$ cat src/rtl/psclk_pkg.sv
package psclk_pkg;

  typedef enum logic {
    SRC_PROC = 1'b0,
    SRC_PLL  = 1'b1
  } clk_src_e;

  typedef struct packed {
    logic     en;
    clk_src_e src;
  } out_cfg_t;

endpackage

$ cat src/rtl/psclk_phase.sv
// Period counter: produces the processor clock level, the PLL-rate level
// and the rising-edge enable. The half-period changes only at a boundary.
module psclk_phase #(
  parameter int W = 8
) (
  input  logic         clk,
  input  logic         rst_n,
  input  logic [W-1:0] half_nxt,
  output logic         end_p,
  output logic         pclk_n,
  output logic         pll_n,
  output logic         pll_q,
  output logic         ce_q
);

  logic [W-1:0] cnt_q, cnt_n;
  logic [W-1:0] half_q, half_n;
  logic         pclk_q;
  logic [W:0]   last_idx;

  always_comb begin
    last_idx = {half_q, 1'b0} - (W+1)'(1);
    end_p    = ({1'b0, cnt_q} == last_idx);
    if (end_p) begin
      cnt_n  = '0;
      half_n = half_nxt;
    end else begin
      cnt_n  = cnt_q + W'(1);
      half_n = half_q;
    end
    pclk_n = (cnt_n < half_n);
    pll_n  = ~pll_q;
  end

  always_ff @(posedge clk or negedge rst_n) begin
    if (!rst_n) begin
      cnt_q  <= W'(1);
      half_q <= W'(1);
      pclk_q <= 1'b0;
      pll_q  <= 1'b0;
      ce_q   <= 1'b0;
    end else begin
      cnt_q  <= cnt_n;
      half_q <= half_n;
      pclk_q <= pclk_n;
      pll_q  <= pll_n;
      ce_q   <= end_p;
    end
  end

endmodule

$ cat src/rtl/psclk_mode.sv
// Power-save mode state: set by software, cleared by a pending interrupt
// at a period boundary entering T3. A set in the same cycle wins.
module psclk_mode (
  input  logic clk,
  input  logic rst_n,
  input  logic end_p,
  input  logic ps_set,
  input  logic irq,
  input  logic bus_t3,
  output logic mode_q,
  output logic mode_n,
  output logic pend_q
);

  logic pend_n;
  logic leave;

  always_comb begin
    leave = end_p & mode_q & (pend_q | irq) & bus_t3;
    if (ps_set)     mode_n = 1'b1;
    else if (leave) mode_n = 1'b0;
    else            mode_n = mode_q;
    if (leave)      pend_n = 1'b0;
    else            pend_n = mode_q & (pend_q | irq);
  end

  always_ff @(posedge clk or negedge rst_n) begin
    if (!rst_n) begin
      mode_q <= 1'b0;
      pend_q <= 1'b0;
    end else begin
      mode_q <= mode_n;
      pend_q <= pend_n;
    end
  end

endmodule

$ cat src/rtl/psclk_outsel.sv
// One clock output: source and enable latched at the period boundary,
// output registered so every phase is whole.
module psclk_outsel
  import psclk_pkg::*;
(
  input  logic clk,
  input  logic rst_n,
  input  logic end_p,
  input  logic en,
  input  logic use_pll,
  input  logic pclk_n,
  input  logic pll_n,
  output logic clk_o
);

  out_cfg_t cfg_q, cfg_n;
  logic     o_n;

  always_comb begin
    if (end_p) begin
      cfg_n.en  = en;
      cfg_n.src = use_pll ? SRC_PLL : SRC_PROC;
    end else begin
      cfg_n = cfg_q;
    end
    o_n = cfg_n.en & ((cfg_n.src == SRC_PLL) ? pll_n : pclk_n);
  end

  always_ff @(posedge clk or negedge rst_n) begin
    if (!rst_n) begin
      cfg_q.en  <= 1'b1;
      cfg_q.src <= SRC_PROC;
      clk_o     <= 1'b0;
    end else begin
      cfg_q <= cfg_n;
      clk_o <= o_n;
    end
  end

endmodule

$ cat src/rtl/psave_clkgen.sv
module psave_clkgen #(
  parameter int NUM_OUT = 2,
  parameter int DIV_W   = 3,
  parameter int MAX_LOG = 7
) (
  input  logic               clk,
  input  logic               rst_n,
  input  logic               ps_set,
  input  logic [DIV_W-1:0]   div_sel,
  input  logic               irq,
  input  logic               bus_t3,
  input  logic [NUM_OUT-1:0] out_en,
  input  logic [NUM_OUT-1:0] out_pll,
  output logic               cpu_ce,
  output logic [NUM_OUT-1:0] clk_out
);

  localparam int W       = MAX_LOG + 1;
  localparam int SEL_CAP = MAX_LOG - 1;

  logic         end_p;
  logic         pclk_n;
  logic         pll_n;
  logic         pll_q;
  logic         ps_mode_q;
  logic         ps_mode_n;
  logic         irq_pend_q;
  logic [W-1:0] half_sel;
  logic [W-1:0] half_nxt;

  always_comb begin
    if (int'(div_sel) >= SEL_CAP) half_sel = W'(1) << MAX_LOG;
    else                          half_sel = W'(1) << (int'(div_sel) + 1);
    half_nxt = ps_mode_n ? half_sel : W'(1);
  end

  psclk_mode u_mode (
    .clk    (clk),
    .rst_n  (rst_n),
    .end_p  (end_p),
    .ps_set (ps_set),
    .irq    (irq),
    .bus_t3 (bus_t3),
    .mode_q (ps_mode_q),
    .mode_n (ps_mode_n),
    .pend_q (irq_pend_q)
  );

  psclk_phase #(.W(W)) u_phase (
    .clk      (clk),
    .rst_n    (rst_n),
    .half_nxt (half_nxt),
    .end_p    (end_p),
    .pclk_n   (pclk_n),
    .pll_n    (pll_n),
    .pll_q    (pll_q),
    .ce_q     (cpu_ce)
  );

  for (genvar gi = 0; gi < NUM_OUT; gi++) begin : g_out
    psclk_outsel u_out (
      .clk     (clk),
      .rst_n   (rst_n),
      .end_p   (end_p),
      .en      (out_en[gi]),
      .use_pll (out_pll[gi]),
      .pclk_n  (pclk_n),
      .pll_n   (pll_n),
      .clk_o   (clk_out[gi])
    );
  end

endmodule

$ cat config.mk
export PLATFORM = sky130hd
export DESIGN_NAME = psave_clkgen
export DESIGN_NICKNAME = d
export VERILOG_FILES = /design/src/rtl/psclk_pkg.sv /design/src/rtl/psclk_phase.sv /design/src/rtl/psclk_mode.sv /design/src/rtl/psclk_outsel.sv /design/src/rtl/psave_clkgen.sv
export SDC_FILE = /design/constraint.sdc
export NUM_CORES = 1
export LEC_CHECK = 0
export ABC_CLOCK_PERIOD_IN_PS = 4600
export BUFFER_PORTS_ARGS = -buffer_cell sky130_fd_sc_hd__buf_2
export CORE_MARGIN = 5
export CORE_UTILIZATION = 30
export DETAILED_ROUTE_END_ITERATION = 6
export PLACE_DENSITY = 0.58
export SLEW_MARGIN = 5
export SYNTH_ARGS = -nofsm -noshare
export SYNTH_HDL_FRONTEND = slang
export SYNTH_SLANG_ARGS = --single-unit
$ cat constraint.sdc
create_clock -name clk -period 4.6 [get_ports clk]
set_clock_uncertainty 0.1 [all_clocks]
set_input_delay 0.46 -clock clk [delete_from_list [all_inputs] [get_ports clk]]
set_output_delay 0.46 -clock clk [all_outputs]
set_load 0.05 [all_outputs]
# After elaboration in Yosys (flattened, before gate mapping)
# Cells that the tools add are included.
[word_totals]
in_bits = 12
latch_bits = 0
word_cells = 40
mem_count = 0
output_inout_bits = 3
romBits = 0
reg_bits = 26
ramBits = 0
[classes]
n_shift = 1
magnitude_cmp = 2
reduce_logical = 0
div = 0
mul = 0
n_mux = 13
n_bitwise = 8
eq_ne = 1
addsub = 3
[op_table]
columns = ["op", "count"]
rows = [
  ["8-bit 2-to-1 mux", 4],
  ["8-bit by 9-bit equality test with 1-bit output", 1],
  ["9-bit by 1-bit subtractor with 9-bit output, second input constant", 1],
  ["8-bit by 1-bit adder with 8-bit output, second input constant", 1],
  ["8-bit < comparator", 1],
  ["1-bit by 4-bit << shifter with 8-bit output, first input constant", 1],
  ["1-bit 2-to-1 mux", 7],
  ["1-bit bitwise AND", 6],
  ["3-bit by 1-bit adder with 4-bit output, second input constant", 1],
  ["2-bit 2-to-1 mux", 2],
  ["3-bit greater-or-equal comparator, second input constant", 1],
  ["1-bit NOT", 1],
  ["1-bit OR", 1],
]

# Longest topological paths before layout
# Gate-level depths: netlist of run 1.
[depth]
depth_word = 12
depth_mapped = 18
mapped_depth_nobuf = 15

# Cells and area by module
# Synthesis of run 1 repeated with hierarchy kept, for this count alone.
[unflattened]
cells_unflattened = 141
hier_area_um2 = 1626.6
[modules_own_cells]
columns = ["module", "seq_area_each_um2", "cells_each", "area_each_um2", "n_inst"]
rows = [
  ["psclk_phase", 452.9, 113, 1212.4, 1],
  ["psclk_outsel", 76.3, 7, 126.4, 2],
  ["psave_clkgen", 0.0, 8, 82.6, 1],
  ["psclk_mode", 50.0, 6, 78.8, 1],
]

# Worst setup path before layout of run 1
# Ideal clock, no wire load.
[synth_timing]
kind = "reg-to-reg"
start = "reg u_phase.half_q[0]"
end = "reg g_out[0].u_out.clk_o"
period_less_slack_ps = 3839
t_arrival_ps = 3645
setup_time_ps = 94
n_path_buf = 2
path_stages_with_launch = 18
required_time_ps = 4406
path_slack_ps = 761
cell_sequence = "dfstp_2 buf_2 inv_1 ha_1 nor2b_1 or3_1 a31oi_2 and4_1 buf_4 mux2_2 inv_1 ha_1 a21o_1 a21o_1 a211oi_1 nor2b_1 a21boi_1 a211oi_1"
[synth_between]
elab_chain_len = 12
word_cells_on_any_way = 14
cone_classes = "1 x add/sub; 1 x order compare; 1 x eq/ne; 7 x mux; 4 x bitwise"
[synth_rtl]
columns = ["element", "line", "rtl"]
rows = [
  ["start, declared", "psclk_phase.sv:17", "logic [W-1:0] half_q, half_n;"],
  ["start signal, assigned", "psclk_phase.sv:44", "half_q <= half_n;"],
  ["9-bit by 1-bit subtractor with 9-bit output (*)", "psclk_phase.sv:22", "last_idx = {half_q, 1'b0} - (W+1)'(1);"],
  ["8-bit by 9-bit equality test with 1-bit output (*)", "psclk_phase.sv:23", "end_p = ({1'b0, cnt_q} == last_idx);"],
  ["1-bit bitwise AND (3 in series)", "psclk_mode.sv:19", "leave = end_p & mode_q & (pend_q | irq) & bus_t3;"],
  ["1-bit 2-to-1 mux", "psclk_mode.sv:21", "else if (leave) mode_n = 1'b0;"],
  ["1-bit 2-to-1 mux", "psclk_mode.sv:20", "if (ps_set) mode_n = 1'b1;"],
  ["8-bit 2-to-1 mux", "psave_clkgen.sv:34", "half_nxt = ps_mode_n ? half_sel : W'(1);"],
  ["8-bit 2-to-1 mux (*)", "psclk_phase.sv:24", "if (end_p) begin"],
  ["named net u_phase.half_n[5]", "psclk_phase.sv:17", ""],
  ["8-bit < comparator (*)", "psclk_phase.sv:31", "pclk_n = (cnt_n < half_n);"],
  ["1-bit 2-to-1 mux (*)", "psclk_outsel.sv:26", "o_n = cfg_n.en & ((cfg_n.src == SRC_PLL) ? pll_n : pclk_n);"],
  ["1-bit bitwise AND (*)", "psclk_outsel.sv:26", ""],
  ["named net g_out[0].u_out.o_n", "psclk_outsel.sv:17", "logic o_n;"],
  ["end signal, assigned", "psclk_outsel.sv:36", "clk_o <= o_n;"],
  ["end, declared", "psclk_outsel.sv:13", "output logic clk_o"],
]
# The timed path passes the listed nets; every way through them passes the cells marked *.

# Final worst setup path of run 1
# Same ends and word-level chain as after synthesis.

==> results.md, run 1 <==
- Number of flops mapped to enable cells by yosys: 0
- Yosys warnings: 0
- FILL cells: 575
- Multi-input logic area: 943 sq um
- Die H: 84.9 um
- Crit Path Max Fanout: 7
- Synth-to-layout area growth: 11.4%
- Buf/Inv on CP: 2
- Router iterations before antenna repair: 4
- Worst min-delay path class: in -> async
- Power per cell area: 242 nW/um^2
- Family with the most delay on the worst path: compound AO/OA/AOI/OAI gates
- Final wirelength: 3480 um
- CTS buffer count: 3
- Core area: 5470 sq um
- Seq. cell area: 656 sq um
- Leakage: 0.896 nW
- Slew headroom: 60.4%
- Post-DR vias/cell: 4.79
- Cell-by-cell trace of the critical path: inv_1 -> ha_1 -> nor2b_1 -> or3_1 -> a31oi_2 -> and4_1 -> mux2_2 -> inv_1 -> ha_1 -> a21o_1 -> a21o_1 -> a211oi_1 -> nor2b_1 -> a21boi_1 -> a211oi_1
- Initial antenna violation count: 0
- Clk_lat worst skew: 280 ps
- DRC Markers: 0
- Startpoint Class: register
- F_max: 0.249 GHz
- Number of placement rows: 27
- CTS tree: built
- Slowest-stage cell, CP: dfstp_2
- Cell count after synthesis: 173
- I/O pin count: 15
- Post-synth ARST share: 100%
- Total Nets Final: 210
- M1 wire length: 1790 um
- Worst vdd ir: 0.125 mV
- Clk pwr share: 43.1%
- Yosys reg bits: 26
- Status: finished clean
- ANT cells: 0
- Post-DP HPWL: 2690 um
- Vias: 1235
- Clock H-tree levels: 1
- Top sig layer: met4
- DIE WIDTH: 84.9 um
- NetSw: 97.9 uW
- Final worst path period share: 87.4%
- Grt ovf: 0
- WP data required: 4700 ps
- Slowest cell delay on critical path: 620 ps
- Hold buffer count at cts: 0
- Setup TNS: 0 ps
- Crit path kind: reg -> reg
- Die area: 7210 sq um
- Total GRT Usage: 10.2%
- Post-synthesis sequential area ratio: 39.0%
- IO Port Bufs: 14
- CTS Sinks: 26
- Initial Util: 30.7%
- Worst Max-Slew Pin Slew: 594 ps
- Internal power: 356 uW
- Switching Fraction: 21.6%
- Final Hold Vio Count: 0
- Share of cells above drive strength 1: 17.2%
- Unrepaired setup endpoints after global routing: false
- Sequential share of power: 51.1%
- Tmin final: 4020 ps
- Wire per inst: 13.5 um
- Combinational Power Share: 5.8%
- WL met3: 60 um
- PostCTS Resize Cnt: 0
- First-pass GRT wire length: 5940 um
- Setup violations, final: 0
- Worst EP arrival: 4120 ps
- Post-route ant nets: 0
- Clk root buf: clkbuf_8
- Final GP Congestion: 0.843
- Post-Syn Nets: 196
- Largest net degree at the start of global routing: 27
- Dpl cells: 254
- CTS clock-pin slew for the worst setup and hold paths: 100 ps
- Most frequent cells in the layout: dfrtp_1 (22), nand2_1 (18), buf_2 (14)
- Mapped cell area: 1680 sq um
- Setup bufs post-CTS: 0
- Max-cap violations: 0
- Distinct cells, synth: 40
- Dominant synthesized flop cell: dfrtp_1
- Max Slew Vio Count: 0
- Commonest non-fill, non-tap cell in the layout: dfrtp_1
- Vias in the first global route: 1262
- CP Capture Type: register
- Initial DRC count: 43
- Power consumption: 454 uW
- Routed wl met2: 1580 um
- Fin cells: 258
- Syn Area/Cell: 9.73 sq um
- Clock Path Buffers: 2
[area by class of cell]
class                      instances  share of cell area [%]
clock buffer                       3                    2.20
clock inverter                     1                    1.60
inverter                           8                    1.60
multi-input combinational        132                    50.3
sequential                        26                    35.0
tap                               72                    4.80
timing repair buffer              16                    4.54
[state kept, by name, summed over array words and instances, names as in the netlist]
register           count
g_out.u_out.clk_o      2
u_mode.mode_q          1
u_mode.pend_q          1
u_phase.cnt_q          8
u_phase.pll_q          1
u_phase.ce_q           1
u_phase.half_q         8
g_out.u_out.cfg_q      4
[metrics by stage]
step | cell area, sq um | worst slack (ps) | hold slack, ps | util, %
finish | 1880 | 581 | 74.9 | 34.3
detailed placement | 1800 | 613 | 374 | 33.0
CTS | 1880 | 581 | 97.9 | 34.3
global route | 1880 | 371 | 135 | 34.3
global placement | 1800 | 733 | 374 | 33.0
floorplan | 1680 | 761 | 64.4 | -
[synthesized netlist by cell type (all sizes together), types with 6 or more instances]
| cell type | number | area [sq um] |
|---|---|---|
| dfrtp | 22 | 551 |
| nand2 | 18 | 67.6 |
| ha | 11 | 138 |
| o21ai | 11 | 55.1 |
| nor2 | 10 | 37.5 |
| nand3 | 9 | 45.0 |
| a21oi | 8 | 40.0 |
| inv | 8 | 30.0 |
| xor2 | 8 | 70.1 |
| xnor2 | 7 | 68.8 |
| a21o | 6 | 45.0 |
| buf | 6 | 50.0 |
| mux2i | 6 | 60.1 |
[worst register-to-register path: cells and delay by family (launching register included)]
| kind | cells | cell delay, ps |
|---|---|---|
| multiplexers | 1 | 360 |
| adder cells (fa/ha/maj) | 2 | 470 |
| flip-flops | 1 | 620 |
| AND/OR/NAND/NOR | 4 | 960 |
| AO/OA/AOI/OAI | 6 | 1320 |
| buffers and inverters | 2 | 120 |
[metal layers]
layer | vias up | global-route usage (%)
li1 | 628 | -
met1 | 588 | 14.0
met2 | 15 | 16.4
met3 | 4 | 1.17
met4 | 0 | 3.88
met5 | - | 0
[power by group through the flow]
stage               clock network [mW]  registers [mW]  logic [mW]
finish                           0.196           0.232      0.0264
global route                     0.206           0.232      0.0300
CTS                              0.196           0.232      0.0271
detailed placement                   0           0.236      0.0270
global placement                     0           0.236      0.0269
floorplan                            0           0.236      0.0142
[cells by family (layout without fill, tap and decap cells)]
logic type / after synthesis / in the layout / synth area share [%]
mux: 7 / 7 / 4.24
simple gates: 63 / 63 / 21.6
compound gates: 36 / 36 / 13.8
fa+ha+maj: 11 / 11 / 8.18
xor+xnor: 15 / 15 / 8.25
flops: 26 / 26 / 39.0
buf+inv: 15 / 28 / 4.98
[worst paths after layout]
check / from / to / slack [ps] / cells past startpoint
setup / recovery: u_phase.half_q[0] / g_out[0].u_out.clk_o / 580 / 15
hold / removal: rst_n / u_phase.half_q[5] / 70 / 1
setup reg to reg: u_phase.half_q[0] / g_out[0].u_out.clk_o / 580 / 15
hold reg to reg: u_phase.cnt_q[0] / u_phase.cnt_q[0] / 400 / 1
max in group asynchronous: rst_n / u_phase.cnt_q[5] / 3940 / 1
min in group clk: bus_t3 / u_mode.pend_q / 240 / 2
(Power assumes the default switching activity.)
==> inputs of run 2 (changes only) <==
- CORE_UTILIZATION: 30 -> 50
- CTS_BUF_LIST: unset -> sky130_fd_sc_hd__clkbuf_4
- PLACE_DENSITY: 0.58 -> 0.81
==> run 2 against run 1 <==
  * Routed wire length is 8.9% lower
  * Final cell count shrank 10%
  * Flip-flop and latch count unchanged
  * Register-to-register slack improved by 50 ps
  * First-iteration DRC count is 37% lower
  * Hold slack worse by 56 ps
  * Sequential power about the same
  * Via count increased by 1.2%
  * Design area is 3.1% lower
  * Critical path type unchanged
  * Critical endpoint unchanged
  * Highest routed layer unchanged
==> results.md, run 2 (same netlist as run 1, synthesis figures left out) <==
- F_max: 0.252 GHz (+1.2%)
- Vias: 1250 (+1.2%)
- ANT cells: 0 (unchanged)
- Worst min-delay path class: in -> async
- Die area: 4630 sq um (-36%)
- Vias in the first global route: 1210 (-4.1%)
- Pre-CTS setup slack: 641 ps (+28.0 ps)
- Fin worst setup slack: 631 ps (+49.2 ps)
- Launch point of the worst reg-to-reg path: u_phase.half_q[0]
- Multi-input logic area: 943 sq um (unchanged)
- Final GP Congestion: 0.874 (+3.7%)
- Crit path to: g_out[0].u_out.clk_o
- IO Port Bufs: 14 (unchanged)
- Synth-to-layout area growth: 7.96%
- Worst EP arrival: 4100 ps (-20 ps)
- Final wirelength: 3170 um (-8.9%)
- Post-DR vias/cell: 5.41 (+13%)
- Startpoint Class: register
- CTS buffer count: 3 (unchanged)
- Hold buffer count at cts: 0 (unchanged)
- Setup violations, final: 0 (unchanged)
- Crit Path Max Fanout: 25 (+18)
- Dpl cells: 227 (-11%)
- Die H: 68.0 um (-20%)
- DIE WIDTH: 68.0 um (-20%)
- WP data required: 4740 ps (+40 ps)
- Initial DRC count: 27 (-37%)
- Setup bufs post-CTS: 0 (unchanged)
- Top Registers: u_phase.cnt_q x8, u_phase.half_q x8, g_out.u_out.cfg_q x4
- Number of placement rows: 21 (-22%)
- Unrepaired setup endpoints after global routing: false
- Post-route ant nets: 0 (unchanged)
- Router iterations before antenna repair: 4 (unchanged)
- Grt ovf: 0 (unchanged)
- Crit path kind: reg -> reg
- Worst R2R Setup Slack: 630 ps (+50 ps)
- Final worst path period share: 86.3% (-1.1 points)
- Worst Max-Slew Pin Slew: 571 ps (-22.4 ps)
- Fin cells: 231 (-10%)
- CTS Sinks: 26 (unchanged)
- Wire per inst: 13.7 um (+1.8%)
- Initial antenna violation count: 0 (unchanged)
- Max-cap violations: 0 (unchanged)
- Slew headroom: 61.9% (+1.5 points)
- Tmin final: 3970 ps (-49.2 ps)
- CTS clock-pin slew for the worst setup and hold paths: 140 ps (+40 ps)
- FILL cells: 285 (-50%)
- CTS tree: built
- DRC Markers: 0 (unchanged)
- PostCTS Resize Cnt: 0 (unchanged)
- Clk_lat worst skew: 310 ps (+30 ps)
- Clock Path Buffers: 2 (unchanged)
- Leakage: 0.885 nW (-1.3%)
- Seq. cell area: 656 sq um (unchanged)
- Initial Util: 51.2% (+20 points)
- Final Hold Vio Count: 0 (unchanged)
- Setup TNS: 0 ps (unchanged)
- CP Capture Type: register
- Power per cell area: 227 nW/um^2 (-6.5%)
- Post-DP HPWL: 2490 um (-7.5%)
- First-pass GRT wire length: 5320 um (-10%)
- Total GRT Usage: 15.0% (+4.8 points)
- Core area: 3280 sq um (-40%)
- Most frequent cells in the layout: dfrtp_1 (22), nand2_1 (18), buf_2 (14)
- Largest net degree at the start of global routing: 27 (unchanged)
- RR Endpoint: g_out[0].u_out.clk_o
- Share of cells above drive strength 1: 16.8% (-0.45 points)
- Status: finished clean
- R2R cell count: 14 (-1)
- Total Nets Final: 209 (-0.48%)
- Commonest non-fill, non-tap cell in the layout: dfrtp_1
- Critical Path Start: u_phase.half_q[0]
- Clk root buf: clkbuf_4
- Hold WS: 18.8 ps (-56.1 ps)
- I/O pin count: 15 (unchanged)
- Worst vdd ir: 0.148 mV (+19%)
- Max Slew Vio Count: 0 (unchanged)
- Clock H-tree levels: 1 (unchanged)
[run 2: cell count changes in the layout (fill, tap and decap cells not counted), sizes merged]
cell and delta:
buf -1
[run 2: worst min path at each step]
stage,from,end,slack (ps),cells after the start
global route,rst_n,u_phase.cnt_q[3],60,1
global placement,u_phase.cnt_q[0],u_phase.cnt_q[0],370,1
finish,rst_n,u_phase.cnt_q[2],20,1
detailed placement,u_phase.cnt_q[0],u_phase.cnt_q[0],380,1
CTS,rst_n,u_phase.half_q[6],30,1
floorplan,rst_n,g_out[0].u_out.cfg_q[0],60,0
[run 2: metal layers]
layer / part of all wire [%] / up-vias / wire [um] / global-route usage, %
li1: - / 628 / - / -
met1: 47 / 594 / 1480 / 20.8
met2: 48 / 24 / 1540 / 25.0
met3: 3.7 / 4 / 118 / 0.657
met4: 1.2 / 0 / 37 / 5.21
met5: 0 / - / 0 / 0
[run 2: layout make-up]
cell class | instances | area share [%]
tap | 46 | 3.17
inverter | 8 | 1.65
sequential | 26 | 36.1
clock buffer | 3 | 1.24
clock inverter | 1 | 1.65
timing repair buffer | 15 | 4.27
multi-input combinational | 132 | 51.9
[run 2: report_power, final]
group	switching [mW]	internal, mW
logic	0.0177	0.00865
clock network	0.0652	0.0880
registers	0.000828	0.231
total	0.0837	0.328
[run 2: critical path, stage by stage, from the launching register on]
cell and delay, ps:
dfstp_2 630, inv_1 60, ha_1 240, nor2b_1 140, or3_1 360, a31oi_2 250, nand4_4 350, o21a_1 310
ha_1 300, a211oi_1 200, nand2_1 80, a211oi_1 350, nor2b_1 180, a21boi_1 110, a211oi_1 210
[run 2: through the flow]
stage          utilization, %  total power [mW]  instance area [sq um]
2_1_floorplan               -             0.250                   1680
3_3_place_gp             53.7             0.262                   1760
3_5_place_dp             53.7             0.263                   1760
4_1_cts                  55.3             0.418                   1820
5_1_grt                  55.3             0.426                   1820
6_report                 55.3             0.412                   1820
==> inputs of run 3 (changes only) <==
- CORE_UTILIZATION: 50 -> 61
- PLACE_DENSITY: 0.81 -> 0.93
==> run 3 against run 2 <==
  * The run now ends with negative hold slack left
  * Core utilization up 11 points
  * Count of clock-buffer cells in the layout stayed put
  * Critical path depth is 1 higher
  * Sequential power about the same
  * Largest cell class unchanged
  * Highest routed layer unchanged
==> results.md, run 3 (same netlist as run 1, synthesis figures left out) <==
- Post-DP HPWL: 2670 um (+7.2%)
- Total GRT Usage: 18.2% (+3.2 points)
- Multi-input logic area: 943 sq um (unchanged)
- Unrepaired setup endpoints after global routing: false
- Fin util: 66.3% (+11 points)
- Critical Path Start: u_phase.half_q[0]
- Final wirelength: 3450 um (+8.8%)
- Max-cap violations: 0 (unchanged)
- I/O pin count: 15 (unchanged)
- IO Port Bufs: 14 (unchanged)
- Tmin final: 4090 ps (+122 ps)
- Max Slew Vio Count: 0 (unchanged)
- ANT cells: 0 (unchanged)
- Seq. cell area: 656 sq um (unchanged)
- Leakage: 0.885 nW (unchanged)
- Power per cell area: 231 nW/um^2 (+1.7%)
- Launch point of the worst reg-to-reg path: u_phase.half_q[0]
- WP data required: 4750 ps (about the same)
- Clock H-tree levels: 1 (unchanged)
- PostCTS Resize Cnt: 0 (unchanged)
- Initial Util: 62.1% (+11 points)
- Clock Path Buffers: 2 (unchanged)
- Post-DR vias/cell: 5.96 (+10%)
- Clk pwr share: 37.5% (+0.3 points)
- CTS clock-pin slew for the worst setup and hold paths: 140 ps (about the same)
- Clk_lat worst skew: 330 ps (+20 ps)
- Post-route ant nets: 0 (unchanged)
- Startpoint Class: register
- Worst vdd ir: 0.288 mV (+94%)
- Crit Path Max Fanout: 25 (unchanged)
- Crit path kind: reg -> reg
- FILL cells: 206 (-28%)
- GR Util met2: 31.3% (+6.3 points)
- Initial DRC count: 43 (+59%)
- Wire per inst: 16.0 um (+16%)
- Gr busiest metal: met2
- Sequential share of power: 56.0% (-0.4 points)
- Setup violations, final: 0 (unchanged)
- DIE WIDTH: 62.5 um (-8.1%)
- Final Hold Vio Count: 4 (+4)
- CTS tree: built
- Final GP Congestion: 0.865 (-1.0%)
- Final worst path period share: 88.9% (+2.7 points)
- Internal power: 328 uW (about the same)
- Synth-to-layout area growth: 6.84%
- Status: finished, violations left
- Commonest non-fill, non-tap cell in the layout: dfrtp_1
- Hold buffer count at cts: 0 (unchanged)
- Core area: 2710 sq um (-17%)
- Most frequent cells in the layout: dfrtp_1 (22), nand2_1 (18), buf_2 (14)
- Switching Fraction: 20.8% (+0.50 points)
- Share of cells above drive strength 1: 16.8% (unchanged)
- Die area: 3910 sq um (-15%)
- Worst min-delay path class: in -> async
- GR Util met1: 22.1% (+1.4 points)
- CP Capture Type: register
- NetSw: 86.3 uW (+3.1%)
- Total Nets Final: 209 (unchanged)
- Die H: 62.5 um (-8.1%)
- Grt ovf: 0 (unchanged)
- Hold WS: -1.90 ps (-20.7 ps)
- Vias in the first global route: 1294 (+6.9%)
- Router iterations before antenna repair: 4 (unchanged)
- Clk root buf: clkbuf_4
- Met3 Usage GRT: 2.70% (+2.0 points)
- Number of placement rows: 19 (-9.5%)
- Setup TNS: 0 ps (unchanged)
- Initial antenna violation count: 0 (unchanged)
- First-pass GRT wire length: 5750 um (+8.2%)
- Worst Max-Slew Pin Slew: 553 ps (-17.9 ps)
- Combinational Power Share: 6.5% (about the same)
- Largest net degree at the start of global routing: 27 (unchanged)
- Worst EP arrival: 4240 ps (+140 ps)
- Slew headroom: 63.1% (+1.2 points)
- Top Registers: u_phase.cnt_q x8, u_phase.half_q x8, g_out.u_out.cfg_q x4
- Vias: 1288 (+3.0%)
- DRC Markers: 0 (unchanged)
- F_max: 0.244 GHz (-3.0%)
- Failing checks: negative hold slack
- CTS Sinks: 26 (unchanged)
- Setup bufs post-CTS: 0 (unchanged)
- CTS buffer count: 3 (unchanged)
## run 3: cell counts in the layout (fill, tap and decap cells not counted)
Identical to the previous run, type by type.
## run 3: power groups by stage
stage | clock network [mW] | logic [mW] | registers (mW)
after CTS | 0.157 | 0.0270 | 0.232
after global placement | 0 | 0.0256 | 0.236
after global routing | 0.168 | 0.0302 | 0.233
after floorplan | 0 | 0.0142 | 0.236
final | 0.156 | 0.0268 | 0.232
after detailed placement | 0 | 0.0269 | 0.236
## run 3: final timing paths
path,slack [ps],endpoint,cells after the start
min in group clk,190,u_mode.pend_q,2
hold reg to reg,420,u_phase.cnt_q[0],1
setup / recovery,510,g_out[0].u_out.clk_o,15
hold / removal,-2,u_phase.half_q[5],1
setup reg to reg,510,g_out[0].u_out.clk_o,15
max in group asynchronous,4030,u_phase.cnt_q[0],1
## run 3: worst max-delay path: stages, from the launching register on
cell and delay [ps]:
dfstp_2 630, inv_1 70, ha_1 240, nor2b_1 140
or3_1 360, a31oi_2 260, nand4_4 360, nand2_1 260
o21a_1 160, ha_1 240, a211oi_1 210, nand2_1 80
a211oi_1 400, nor2b_1 180, a21boi_1 100, a211oi_1 210
## run 3: area by class of cell
| cell class | instances | share of cell area (%) |
|---|---|---|
| Tap cell | 31 | 2.16 |
| Clock inverter | 1 | 1.67 |
| Timing Repair Buffer | 15 | 4.31 |
| Multi-Input combinational cell | 132 | 52.5 |
| Inverter | 8 | 1.67 |
| Clock buffer | 3 | 1.25 |
| Sequential cell | 26 | 36.5 |
## run 3: per-stage QoR
step | setup WS (ps) | std cells | instance area, sq um | power (mW) | hold WS (ps)
2_1_floorplan | 761 | 173 | 1680 | 0.250 | 64.4
3_3_place_gp | 775 | 212 | 1750 | 0.262 | 373
3_5_place_dp | 599 | 212 | 1750 | 0.263 | 380
4_1_cts | 479 | 216 | 1800 | 0.416 | 15.5
5_1_grt | 188 | 216 | 1800 | 0.431 | 45.6
6_report | 508 | 216 | 1800 | 0.415 | -1.90
## run 3: layer usage
layer  routed length, um  part of all wire (%)
met3                 168                   4.9
met5                   0                     0
met2                1750                    51
met1                1460                    42
met4                  76                   2.2
